[src/rtl/lns_pkg.sv]
package lns_pkg;

  typedef enum logic [2:0] {
    OP_MUL  = 3'd0,
    OP_DIV  = 3'd1,
    OP_POW  = 3'd2,
    OP_ROOT = 3'd3,
    OP_ADD  = 3'd4,
    OP_SUB  = 3'd5
  } lnsOp_e;

  // strobes from the sequencer to the datapath
  typedef struct packed {
    logic       capture;  // input beat taken this cycle
    logic [1:0] beat;     // index of that beat
    logic       start;    // evaluate, or seed the root divider
    logic       divStep;  // one divider iteration
    logic       finish;   // write the root result
    logic       sendHi;   // present the upper result word
  } lnsStrobe_t;

  // Correction log2(1 +/- 2^(-k/4)) in fixed point with 'frac' fraction bits,
  // computed with integer arithmetic on 30-bit fractions.
  function automatic longint lnsCorr(input int k, input int frac, input bit isSub);
    longint c, y, z, e, r;
    case (k & 3)
      0:       c = longint'(1) <<< 30;
      1:       c = longint'(902905653);  // 2^-0.25
      2:       c = longint'(759250125);  // 2^-0.50
      default: c = longint'(638450709);  // 2^-0.75
    endcase
    y = c >>> (k >> 2);
    z = isSub ? (longint'(1) <<< 30) - y : (longint'(1) <<< 30) + y;
    e = 0;
    for (int i = 0; i < 40; i++) begin
      if (z >= (longint'(2) <<< 30)) begin
        z = z >>> 1;
        e = e + 1;
      end else if (z < (longint'(1) <<< 30) && z > 0) begin
        z = z <<< 1;
        e = e - 1;
      end
    end
    r = 0;
    for (int i = 0; i < frac; i++) begin
      z = (z * z) >>> 30;
      r = r <<< 1;
      if (z >= (longint'(2) <<< 30)) begin
        z = z >>> 1;
        r = r + 1;
      end
    end
    return (e <<< frac) + r;
  endfunction

endpackage

[src/rtl/lns_corr_rom.sv]
module lns_corr_rom #(
  parameter int LOG_W  = 32,
  parameter int FRAC_W = 16,
  parameter int TAB_N  = 64
) (
  input  logic [$clog2(TAB_N)-1:0] idx,
  output logic signed [LOG_W-1:0]  addCorr,
  output logic signed [LOG_W-1:0]  subCorr
);

  logic signed [LOG_W-1:0] addTab [TAB_N];
  logic signed [LOG_W-1:0] subTab [TAB_N];

  // add entries sampled at the low edge of each step, subtract entries at the
  // high edge so that no entry sits on the singular point at zero distance
  for (genvar k = 0; k < TAB_N; k++) begin : g_entry
    localparam longint ADD_V = lns_pkg::lnsCorr(k, FRAC_W, 1'b0);
    localparam longint SUB_V = lns_pkg::lnsCorr(k + 1, FRAC_W, 1'b1);
    assign addTab[k] = LOG_W'(ADD_V);
    assign subTab[k] = LOG_W'(SUB_V);
  end

  assign addCorr = addTab[idx];
  assign subCorr = subTab[idx];

endmodule

[src/rtl/lns_ctrl.sv]
module lns_ctrl
  import lns_pkg::*;
#(
  parameter int LOG_W = 32
) (
  input  logic       clk,
  input  logic       rstN,
  input  logic       inValid,
  input  logic       outReady,
  input  logic       opIsRoot,
  output logic       inReady,
  output logic       outValid,
  output lnsStrobe_t ctl
);

  localparam int CNT_W = $clog2(LOG_W);

  typedef enum logic [2:0] {S_LOAD, S_EXEC, S_DIV, S_FIN, S_SEND} state_e;

  state_e           state;
  logic [1:0]       beatCnt;
  logic [CNT_W-1:0] divCnt;
  logic             sendHi;

  assign inReady  = (state == S_LOAD);
  assign outValid = (state == S_SEND);

  always_comb begin
    ctl         = '0;
    ctl.capture = inValid && inReady;
    ctl.beat    = beatCnt;
    ctl.start   = (state == S_EXEC);
    ctl.divStep = (state == S_DIV);
    ctl.finish  = (state == S_FIN);
    ctl.sendHi  = sendHi;
  end

  always_ff @(posedge clk) begin
    if (!rstN) begin
      state   <= S_LOAD;
      beatCnt <= '0;
      divCnt  <= '0;
      sendHi  <= 1'b0;
    end else begin
      case (state)
        S_LOAD: if (ctl.capture) begin
          beatCnt <= beatCnt + 2'd1;
          if (beatCnt == 2'd3) state <= S_EXEC;
        end
        S_EXEC: begin
          divCnt <= '0;
          sendHi <= 1'b0;
          state  <= opIsRoot ? S_DIV : S_SEND;
        end
        S_DIV: begin
          divCnt <= divCnt + 1'b1;
          if (divCnt == CNT_W'(LOG_W - 1)) state <= S_FIN;
        end
        S_FIN:  state <= S_SEND;
        S_SEND: if (outReady) begin
          if (sendHi) begin
            sendHi <= 1'b0;
            state  <= S_LOAD;
          end else begin
            sendHi <= 1'b1;
          end
        end
        default: state <= S_LOAD;
      endcase
    end
  end

  AST_DIV_COUNT: assert property (@(posedge clk) disable iff (!rstN)
    (state == S_EXEC && opIsRoot) |=> (state == S_DIV && divCnt == '0));

  AST_LOAD_ORDER: assert property (@(posedge clk) disable iff (!rstN)
    (ctl.capture && beatCnt == 2'd3) |=> (state == S_EXEC && !inReady));

endmodule

[src/rtl/lns_datapath.sv]
module lns_datapath
  import lns_pkg::*;
#(
  parameter int LOG_W  = 32,
  parameter int FRAC_W = 16,
  parameter int TAB_N  = 64,
  parameter int N_W    = 8
) (
  input  logic        clk,
  input  logic        rstN,
  input  lnsStrobe_t  ctl,
  input  logic [31:0] inData,
  input  logic [2:0]  inOp,
  output logic        opIsRoot,
  output logic [31:0] outData,
  output logic        outErr
);

  localparam int          IDX_W      = $clog2(TAB_N);
  localparam int          STEP_SHIFT = FRAC_W - 2;
  localparam int          PAD_W      = 62 - LOG_W;
  localparam logic [63:0] ZERO_WORD  = {2'b01, 62'd0};

  logic [63:0] opA, opB;
  lnsOp_e      opCode;
  logic [63:0] resWord;
  logic        resErr;

  function automatic logic [63:0] packWord(input logic s, input logic [LOG_W-1:0] l);
    return {s, 1'b0, {PAD_W{1'b0}}, l};
  endfunction

  // operand fields
  logic                    aS, aZ, bS, bZ, bSeff;
  logic signed [LOG_W-1:0] aL, bL;
  logic [N_W-1:0]          nVal;
  logic [63:0]             unusedBits;

  assign aS         = opA[63];
  assign aZ         = opA[62];
  assign aL         = opA[LOG_W-1:0];
  assign bS         = opB[63];
  assign bZ         = opB[62];
  assign bL         = opB[LOG_W-1:0];
  assign nVal       = opB[N_W-1:0];
  assign bSeff      = bS ^ (opCode == OP_SUB);
  assign opIsRoot   = (opCode == OP_ROOT);
  assign unusedBits = {opA[61:LOG_W], opB[61:LOG_W], {(2 * LOG_W + 4){1'b0}}};

  // add/subtract: larger operand, distance, table correction
  logic                    aGe, bigS, sameSign, far;
  logic signed [LOG_W-1:0] bigL, smallL, sumL;
  logic [LOG_W:0]          diff, idxFull;
  logic signed [LOG_W-1:0] addCorr, subCorr;

  assign aGe      = (aL >= bL);
  assign bigL     = aGe ? aL : bL;
  assign smallL   = aGe ? bL : aL;
  assign bigS     = aGe ? aS : bSeff;
  assign sameSign = (aS == bSeff);
  assign diff     = {bigL[LOG_W-1], bigL} - {smallL[LOG_W-1], smallL};
  assign idxFull  = diff >> STEP_SHIFT;
  assign far      = (idxFull >= (LOG_W + 1)'(TAB_N));
  assign sumL     = far ? bigL : bigL + (sameSign ? addCorr : subCorr);

  lns_corr_rom #(.LOG_W(LOG_W), .FRAC_W(FRAC_W), .TAB_N(TAB_N)) i_rom (
    .idx     (idxFull[IDX_W-1:0]),
    .addCorr (addCorr),
    .subCorr (subCorr)
  );

  // power: log times n
  logic signed [LOG_W+N_W:0] powFull;
  assign powFull = $signed({{(N_W + 1){aL[LOG_W-1]}}, aL}) * $signed({{(LOG_W + 1){1'b0}}, nVal});

  // single-cycle result
  logic [63:0] nxtWord;
  logic        nxtErr;

  always_comb begin
    nxtWord = ZERO_WORD;
    nxtErr  = 1'b0;
    case (opCode)
      OP_MUL: if (!(aZ || bZ)) nxtWord = packWord(aS ^ bS, aL + bL);
      OP_DIV: begin
        if (bZ)       nxtErr  = 1'b1;
        else if (!aZ) nxtWord = packWord(aS ^ bS, aL - bL);
      end
      OP_POW: begin
        if (nVal == '0) nxtWord = packWord(1'b0, '0);
        else if (!aZ)   nxtWord = packWord(aS & nVal[0], powFull[LOG_W-1:0]);
      end
      OP_ADD, OP_SUB: begin
        if (aZ && bZ)                     nxtWord = ZERO_WORD;
        else if (aZ)                      nxtWord = packWord(bSeff, bL);
        else if (bZ)                      nxtWord = packWord(aS, aL);
        else if (!sameSign && diff == '0) nxtWord = ZERO_WORD;
        else                              nxtWord = packWord(bigS, sumL);
      end
      OP_ROOT: nxtErr = 1'b0;
      default: nxtErr = 1'b1;
    endcase
  end

  // bit-serial root divider: |log| / n
  logic [LOG_W-1:0] qReg, magA;
  logic [N_W-1:0]   rReg;
  logic [N_W:0]     trial;
  logic             trialFits;

  assign magA      = aL[LOG_W-1] ? LOG_W'(-aL) : LOG_W'(aL);
  assign trial     = {rReg, qReg[LOG_W-1]};
  assign trialFits = (trial >= {1'b0, nVal});

  logic signed [LOG_W-1:0] rootL;
  logic                    rootErr;
  logic [63:0]             rootWord;

  assign rootL    = aL[LOG_W-1] ? -$signed(qReg) : $signed(qReg);
  assign rootErr  = (nVal == '0) || (!aZ && aS && !nVal[0]);
  assign rootWord = (rootErr || aZ) ? ZERO_WORD : packWord(aS, rootL);

  always_ff @(posedge clk) begin
    if (!rstN) begin
      opA     <= '0;
      opB     <= '0;
      opCode  <= OP_MUL;
      resWord <= '0;
      resErr  <= 1'b0;
      qReg    <= '0;
      rReg    <= '0;
    end else begin
      if (ctl.capture) begin
        case (ctl.beat)
          2'd0: begin
            opA[31:0] <= inData;
            opCode    <= lnsOp_e'(inOp);
          end
          2'd1:    opA[63:32] <= inData;
          2'd2:    opB[31:0]  <= inData;
          default: opB[63:32] <= inData;
        endcase
      end
      if (ctl.start) begin
        if (opCode == OP_ROOT) begin
          qReg <= magA;
          rReg <= '0;
        end else begin
          resWord <= nxtWord;
          resErr  <= nxtErr;
        end
      end
      if (ctl.divStep) begin
        rReg <= trialFits ? N_W'(trial - {1'b0, nVal}) : trial[N_W-1:0];
        qReg <= {qReg[LOG_W-2:0], trialFits};
      end
      if (ctl.finish) begin
        resWord <= rootWord;
        resErr  <= rootErr;
      end
    end
  end

  assign outData = ctl.sendHi ? resWord[63:32] : resWord[31:0];
  assign outErr  = resErr;

  AST_MUL_ZERO: assert property (@(posedge clk) disable iff (!rstN)
    (ctl.start && opCode == OP_MUL && (aZ || bZ)) |=> (resWord[62] && !resErr));

  AST_DIV_BY_ZERO: assert property (@(posedge clk) disable iff (!rstN)
    (ctl.start && opCode == OP_DIV && bZ) |=> (resErr && resWord[62]));

  AST_SUB_CANCEL: assert property (@(posedge clk) disable iff (!rstN)
    (ctl.start && opCode == OP_SUB && !aZ && !bZ && aS == bS && aL == bL) |=> resWord[62]);

  AST_FAR_PASS: assert property (@(posedge clk) disable iff (!rstN)
    (ctl.start && (opCode == OP_ADD || opCode == OP_SUB) && !aZ && !bZ && far)
      |=> (resWord[LOG_W-1:0] == $past(aL) || resWord[LOG_W-1:0] == $past(bL)));

endmodule

[src/rtl/lns_unit.sv]
module lns_unit
  import lns_pkg::*;
#(
  parameter int LOG_W  = 32,
  parameter int FRAC_W = 16,
  parameter int TAB_N  = 64,
  parameter int N_W    = 8
) (
  input  logic        clk,
  input  logic        rstN,
  input  logic        inValid,
  output logic        inReady,
  input  logic [31:0] inData,
  input  logic [2:0]  inOp,
  output logic        outValid,
  input  logic        outReady,
  output logic [31:0] outData,
  output logic        outErr
);

  lnsStrobe_t ctl;
  logic       opIsRoot;

  lns_ctrl #(.LOG_W(LOG_W)) i_ctrl (
    .clk      (clk),
    .rstN     (rstN),
    .inValid  (inValid),
    .outReady (outReady),
    .opIsRoot (opIsRoot),
    .inReady  (inReady),
    .outValid (outValid),
    .ctl      (ctl)
  );

  lns_datapath #(.LOG_W(LOG_W), .FRAC_W(FRAC_W), .TAB_N(TAB_N), .N_W(N_W)) i_dp (
    .clk      (clk),
    .rstN     (rstN),
    .ctl      (ctl),
    .inData   (inData),
    .inOp     (inOp),
    .opIsRoot (opIsRoot),
    .outData  (outData),
    .outErr   (outErr)
  );

  AST_OUT_HOLD: assert property (@(posedge clk) disable iff (!rstN)
    (outValid && !outReady) |=> (outValid && $stable(outData) && $stable(outErr)));

endmodule

[config.mk]
export PLATFORM = sky130hd
export DESIGN_NAME = lns_unit
export DESIGN_NICKNAME = d
export VERILOG_FILES = /design/src/rtl/lns_pkg.sv /design/src/rtl/lns_corr_rom.sv /design/src/rtl/lns_ctrl.sv /design/src/rtl/lns_datapath.sv /design/src/rtl/lns_unit.sv
export SDC_FILE = /design/constraint.sdc
export NUM_CORES = 2
export LEC_CHECK = 0
export ABC_AREA = 1
export CAP_MARGIN = 20
export CORE_MARGIN = 2
export CORE_UTILIZATION = 55
export CTS_BUF_LIST = sky130_fd_sc_hd__clkbuf_8
export DETAILED_ROUTE_END_ITERATION = 6
export PLACE_DENSITY = 0.72
export REMOVE_ABC_BUFFERS = 1
export SLEW_MARGIN = 10
export SYNTH_ARGS = -nofsm -noshare
export SYNTH_HDL_FRONTEND = slang
export SYNTH_SLANG_ARGS = --single-unit
[constraint.sdc]
create_clock -name clk -period 19.45 [get_ports clk]
set_clock_uncertainty 0.05 [all_clocks]
set_input_delay 1.945 -clock clk [delete_from_list [all_inputs] [get_ports clk]]
set_output_delay 1.945 -clock clk [all_outputs]
set_load 0.01 [all_outputs]
# ---- Word level (Yosys, flattened, before mapping)
# Memories as Yosys holds them, arrays and structs flattened.
# Cells that the tools add are included.
dict set report classes {
  multipliers 1
  bitwise 5
  n_mux 49
  n_lt_le_gt_ge 4
  eq_ne 20
  reduce_logical 32
  n_addsub 9
}
# cell n
set op_table {}
lappend op_table {{two-way mux 64 bit} 13}
lappend op_table {{two-way mux 32 bit} 14}
lappend op_table {{one-hot mux 64 bit (4 select lines)} 1}
lappend op_table {{adder 32 bit} 2}
lappend op_table {{negation 32 bit} 2}
lappend op_table {{zero test 33 bit} 1}
lappend op_table {{subtractor 32 x 32 -> 33 bit} 1}
lappend op_table {{>= comparator 32 bit} 1}
lappend op_table {{multiplier 32 x 9 -> 32 bit} 1}
lappend op_table {{two-way mux 8 bit} 4}
lappend op_table {{subtractor 32 bit} 1}
lappend op_table {{>= comparator 19 x 7 -> 1 bit (second input constant)} 1}
lappend op_table {{two-way mux 3 bit} 6}
lappend op_table {{AND reduction 2 bit} 8}
lappend op_table {{one-hot mux 3 bit (5 select lines)} 1}
lappend op_table {{== test 3 x 2 -> 1 bit (second input constant)} 4}
lappend op_table {{one-hot mux 5 bit (2 select lines)} 1}
lappend op_table {{== test 3 bit (second input constant)} 3}
lappend op_table {{>= comparator 9 x 8 -> 1 bit} 1}
lappend op_table {{zero test 8 bit} 1}
lappend op_table {{nonzero test 2 bit} 4}
lappend op_table {{subtractor 8 bit} 1}
lappend op_table {{>= comparator 7 bit (second input constant)} 1}
lappend op_table {{two-way mux 1 bit} 7}
lappend op_table {{other kinds (23)} 40}
dict set report word_totals {
  n_memories 2
  out_inout_bits 35
  elab_cells 135
  ff_bits 247
  in_bits 39
  mem_bits_ro 4096
}
# memory depth word_bits rd rd_clocked_by_memory_dff wr line
set memory_table {}
lappend memory_table {{(name not given)} 64 32 1 0 0 lns_corr_rom.sv:24} ;# assign subCorr = subTab[idx];
lappend memory_table {{(name not given)} 64 32 1 0 0 lns_corr_rom.sv:23} ;# assign addCorr = addTab[idx];

# ---- Longest topological paths before layout
dict set report depth {
  ltp_word 18
  mapped_depth 63
  mapped_depth_nobuf 61
}

# ---- Modules after synthesis
# A second synthesis with hierarchy kept.
dict set report unflattened {
  hier_cells 4707
  area_unflattened_um2 27492.6
}
# module instances cells_each area_each_um2 seq_area_each_um2
set by_module_without_submodules {}
lappend by_module_without_submodules {lns_datapath 1 4218 24920.2 2922.8}
lappend by_module_without_submodules {lns_corr_rom 1 399 1981.9 0.0}
lappend by_module_without_submodules {lns_ctrl 1 90 590.6 220.2}

# ---- Worst setup path after synthesis
# Ideal clock, no wire load.
dict set report synth_timing {
  path_kind {flip-flop to flip-flop}
  start {register i_dp.opB[6]}
  end {register i_dp.resWord[28]}
  period_less_slack_ns 7.688
  setup_slack_ns 11.762
  setup_time_ns 0.119
  path_stages_with_launch 54
  arrival_time_ns 7.518
  path_buffers 2
  cell_sequence {dfxtp_1 clkbuf_1 inv_1 ha_1 nand2_2 inv_1 a21oi_2 nand2_1 nand2_2 nand2_2 nand2_2 nand2_1 nand2_2 nand3_4 buf_6 nand2_1 nand2_2 nand2_1 [18 not listed] nand2_1 a21boi_0 o21ai_0 a21boi_0 o21ai_0 a21boi_0 o21ai_0 nand2_1 nand2_1 a21oi_1 o21ai_0 xor2_1 o21ai_0 o21ai_1 nand2_1 nand2_1 nand2_1 a21oi_1}
}
dict set report synth_via {
  elab_chain_cells 18
  word_cells_on_any_way 37
  cone_classes {add/sub (4); mul (1); order compare (2); mux (22); bitwise (1); reduce/logical (5); memory (2)}
}
# element line
set synth_rtl {}
lappend synth_rtl {{start, declared} lns_datapath.sv:24} ;# logic [63:0] opA, opB;
lappend synth_rtl {{start signal, assigned} lns_datapath.sv:140} ;# 2'd2: opB[31:0] <= inData;
lappend synth_rtl {{>= comparator 32 bit} lns_datapath.sv:56} ;# assign aGe = (aL >= bL);
lappend synth_rtl {{two-way mux 32 bit (on tied branches)} {lns_datapath.sv:57, lns_datapath.sv:58}}
lappend synth_rtl {{subtractor 32 x 32 -> 33 bit} lns_datapath.sv:61} ;# assign diff = {bigL[LOG_W-1], bigL} - {smallL[LOG_W-1], smallL};
lappend synth_rtl {{inverter 6 -> 7 bit (not written as such)} {lns_corr_rom.sv:23, lns_corr_rom.sv:24}}
lappend synth_rtl {{memory (64 x 32 bit) (on tied branches)} -}
lappend synth_rtl {{two-way mux 32 bit (on tied branches) (2 in a row)} {lns_corr_rom.sv:24, lns_corr_rom.sv:23}}
lappend synth_rtl {{two-way mux 32 bit} lns_datapath.sv:64} ;# assign sumL = far ? bigL : bigL + (sameSign ? addCorr : subCorr);
lappend synth_rtl {{adder 32 bit} lns_datapath.sv:64}
lappend synth_rtl {{two-way mux 32 bit} lns_datapath.sv:64}
lappend synth_rtl {{two-way mux 64 bit} lns_datapath.sv:97} ;# else if (!sameSign && diff == '0) nxtWord = ZERO_WORD;
lappend synth_rtl {{two-way mux 64 bit} lns_datapath.sv:96} ;# else if (bZ) nxtWord = packWord(aS, aL);
lappend synth_rtl {{two-way mux 64 bit} lns_datapath.sv:95} ;# else if (aZ) nxtWord = packWord(bSeff, bL);
lappend synth_rtl {{two-way mux 64 bit} lns_datapath.sv:94} ;# if (aZ && bZ) nxtWord = ZERO_WORD;
lappend synth_rtl {{one-hot mux 64 bit (4 select lines)} lns_datapath.sv:83} ;# case (opCode)
lappend synth_rtl {{two-way mux 64 bit} lns_datapath.sv:145} ;# if (opCode == OP_ROOT) begin
lappend synth_rtl {{two-way mux 64 bit} lns_datapath.sv:144} ;# if (ctl.start) begin
lappend synth_rtl {{two-way mux 64 bit *} lns_datapath.sv:157} ;# if (ctl.finish) begin
lappend synth_rtl {{end signal, assigned} lns_datapath.sv:149} ;# resWord <= nxtWord;
lappend synth_rtl {{end signal, assigned} lns_datapath.sv:158} ;# resWord <= rootWord;
lappend synth_rtl {{end, declared} lns_datapath.sv:26} ;# logic [63:0] resWord;
# Mark *: on every way between the ends. The rest lies on a longest branch, timed or not. The select of a mux whose other input is x is not followed.
# A chain may end at the register's enable or synchronous reset.

# ---- Final worst setup path
dict set report layout_timing {
  start {register i_dp.opB[4]}
  end {register i_dp.resWord[28]}
}
# Same word-level chain as after synthesis.

==> results_dict.tcl <==
set metrics [dict create \
    final_common_cell "nand2_1" \
    drv_slew 0 \
    period_needed_ns 11.38 \
    synth_fa_ha_area_share_pct 20.7 \
    wirelength_um 110000 \
    worstHoldStart "i_ctrl.divCnt[3]$_SDFFE_PN0P_" \
    synth_compound_area_share_pct 21.6 \
    grt.overflow.total 0 \
    initial_core_util_pct 55.4 \
    dr.first_iter.drc_count 3966 \
    hold-path-endpoint "i_ctrl.divCnt[3]$_SDFFE_PN0P_" \
    ctsResizeCount 0 \
    met2_usage_pct 67.6 \
    synth_top_cell_by_area "nand2_1" \
    layout-drive-gt1-share_pct 5.07 \
    layout_common_cells "1178 x nand2_1, 760 x inv_1, 487 x a21oi_1" \
    drc 0 \
    routed-via-count 30050 \
    path_class "flop to flop" \
    rsz0062_at_grt "false" \
    syn_to_final_growth_pct 5.02 \
    clk_latency_ns 0.59 \
    die-area_mm2 0.0507 \
    synthFlopType "dfxtp_1" \
    drtPass1Iterations 6 \
    crit_family "simple AND/OR/NAND/NOR gates" \
    worst_pin_slew_ns 1.14 \
    placed_cells 5029 \
    cts_root_buf "clkbuf_8" \
    layout.cells.non_filler 5065 \
    wl_per_cell_um 21.8 \
    cts_made_buffers 17 \
    finalHoldViolCount 0 \
    rows 81 \
    grt_pass1_wl_um 166000 \
    r2r_end "i_dp.resWord[28]$_SDFFE_PN0P_" \
    synthArstFlopShare_pct 0 \
    rrSetupSlack_ns 8.07 \
    clk_path_buf_depth 2 \
    synth_edf_count 0 \
    yosysWarnings 0 \
    n_fill_cell 4995 \
    globalplace.congestion 1.10 \
    grt_pass1_vias 27670 \
    path_buf_inv 3 \
    max_freq_mhz 87.9 \
    cp_slowest_cell "nand3_4" \
    grtUsageTotal_pct 43.5 \
    core_mm2 0.0485 \
    synth_cells 4494 \
    portBuffers 73 \
    syn_area_per_cell_um2 5.98 \
    synth_xor_area_share_pct 3.03 \
    cts_hold_buf 0 \
    die_x_um 225 \
    cp.required_ns 19.92 \
    drtAntennaViolNets 0 \
    yosysSeqAreaShare_pct 11.7 \
    grt.met1_usage_pct 55.5 \
    dieHeight_um 225 \
    nets 4814 \
    hpwl_um 87000 \
    timing.rr.start "i_dp.opB[4]$_SDFFE_PN0P_" \
    worstSetupStartpointType "flop" \
    top_usage_layer "met2" \
    critPathCaptureType "flop" \
    grt_max_degree 79 \
    synth.area.top_cells "nand2_1 16%, fa_1 12%, dfxtp_1 12%" \
    setup_tns_ns 0 \
    synth.mux.area_fraction_pct 0 \
    status "complete, no violations" \
    syn_area_mm2 0.0269 \
    max-slew-margin-rel_pct 23.8 \
    worstPathMaxFanout 78 \
    synth_top_family_by_area "simple AND/OR/NAND/NOR gates" \
    whs_ns 0.428 \
    cp.arrival_ns 11.85 \
    cpMostUsedCell "nand2_1" \
    ys_ff_latch 157 \
    maxCapViolCount 0 \
    setup_violations 0 \
    hp-class "flop to flop" \
    cts_tree "done" \
    synth_cell_types 65 \
    via_per_inst 5.93 \
    synth-simple-area-share_pct 28.2 \
    antenna_found_initial 1 \
    numClockSinks 157 \
    htree_levels 4 \
    ioPinCount 74 \
    netlist.area_leader.share_pct 16.5 \
    postCtsSetupBuffers 0 \
    clk_pin_slew_ns 0.13 \
    hold_path_depth 2 \
    max_stage_delay_ns 0.75 \
    ff2ff_path_depth 51 \
    period_share_pct 58.5 \
    grtUsageMet3_pct 6.92 \
]
==> stage by stage <==
| stage | utilization (%) | worst slack (ns) | cell area [um^2] |
|---|---|---|---|
| CTS | 58.1 | 8.45 | 28200 |
| floorplan | - | 10.50 | 25900 |
| finish | 58.2 | 8.07 | 28200 |
| global route | 58.1 | 7.25 | 28200 |
| detailed placement | 57.4 | 8.52 | 27800 |
| global placement | 57.4 | 8.61 | 27800 |
==> metal layers <==
metal / wire length [um] / share of wire, % / vias to the layer above
met5: 13 / 0.012 / -
met4: 8820 / 8.0 / 2
li1: - / - / 14146
met3: 10200 / 9.3 / 411
met2: 47800 / 43 / 1733
met1: 43400 / 39 / 13758
==> cell usage after synthesis (all sizes together) (2+ instances only) <==
library cell	number
o2111ai	4
a32o	2
a22oi	2
o21ai	382
a221oi	4
nor2	337
o311ai	3
a32oi	3
nor3	48
clkbuf	147
o21bai	21
clkinv	6
buf	68
a221o	2
fa	160
o31ai	11
o21a	7
nand3	158
a2111oi	3
a31oi	15
nand4	38
nor4	10
o221ai	25
or2	14
xor2	60
and2	2
nand2	1214
o211ai	13
a21boi	17
o32ai	2
ha	188
xnor2	32
a21oi	504
o22ai	12
nand3b	3
a21o	8
dfxtp	157
inv	794
a211oi	5
nor3b	3
a311oi	4
==> worst max path at each step <==
stage,to,start,slack [ns],cells past startpoint
2_1_floorplan,i_dp.resWord[28]$_SDFFE_PN0P_,i_dp.opB[1]$_SDFFE_PN0P_,10.50,50
3_3_place_gp,i_dp.resWord[28]$_SDFFE_PN0P_,i_dp.opB[4]$_SDFFE_PN0P_,8.61,52
3_5_place_dp,i_dp.resWord[28]$_SDFFE_PN0P_,i_dp.opB[4]$_SDFFE_PN0P_,8.52,53
4_1_cts,i_dp.resWord[28]$_SDFFE_PN0P_,i_dp.opB[4]$_SDFFE_PN0P_,8.45,53
5_1_grt,i_dp.resWord[29]$_SDFFE_PN0P_,i_dp.opB[1]$_SDFFE_PN0P_,7.25,49
6_report,i_dp.resWord[28]$_SDFFE_PN0P_,i_dp.opB[4]$_SDFFE_PN0P_,8.07,51
==> state kept, by name, indices dropped and copies added, names as in the netlist, 2 cells and up <==
signal / cells
i_dp.resWord: 34
i_dp.opA: 34
i_dp.rReg: 8
i_ctrl.state: 3
i_ctrl.beatCnt: 2
i_dp.qReg: 32
i_ctrl.divCnt: 5
i_dp.opB: 34
i_dp.opCode: 3
==> layout make-up <==
type,count,area [um^2],share of cell area [%]
Multi-Input combinational cell,3322,19800,70.1
Sequential cell,157,3140,11.1
Inverter,800,3010,10.6
Timing Repair Buffer,129,1150,4.07
Tap cell,622,778,2.76
Clock buffer,18,248,0.878
Clock inverter,14,123,0.434
Antenna cell,3,7.51,0.0266
==> tightest hold or removal path, delay by kind of cell (launching register included) <==
kind | cells | cell delay [ns]
compound gates | 1 | 0.06
flops | 1 | 0.33
simple gates | 1 | 0.06
==> cells by family after synthesis <==
family	Yosys count
flip-flops	157
buffers and inverters	1015
AO/OA/AOI/OAI	1054
adder cells (fa/ha/maj)	348
XOR/XNOR	92
AND/OR/NAND/NOR	1828
Power is left out: the tool's default activity adds up to more than one toggle a clock period on the data nets, which glitch-free logic cannot reach.
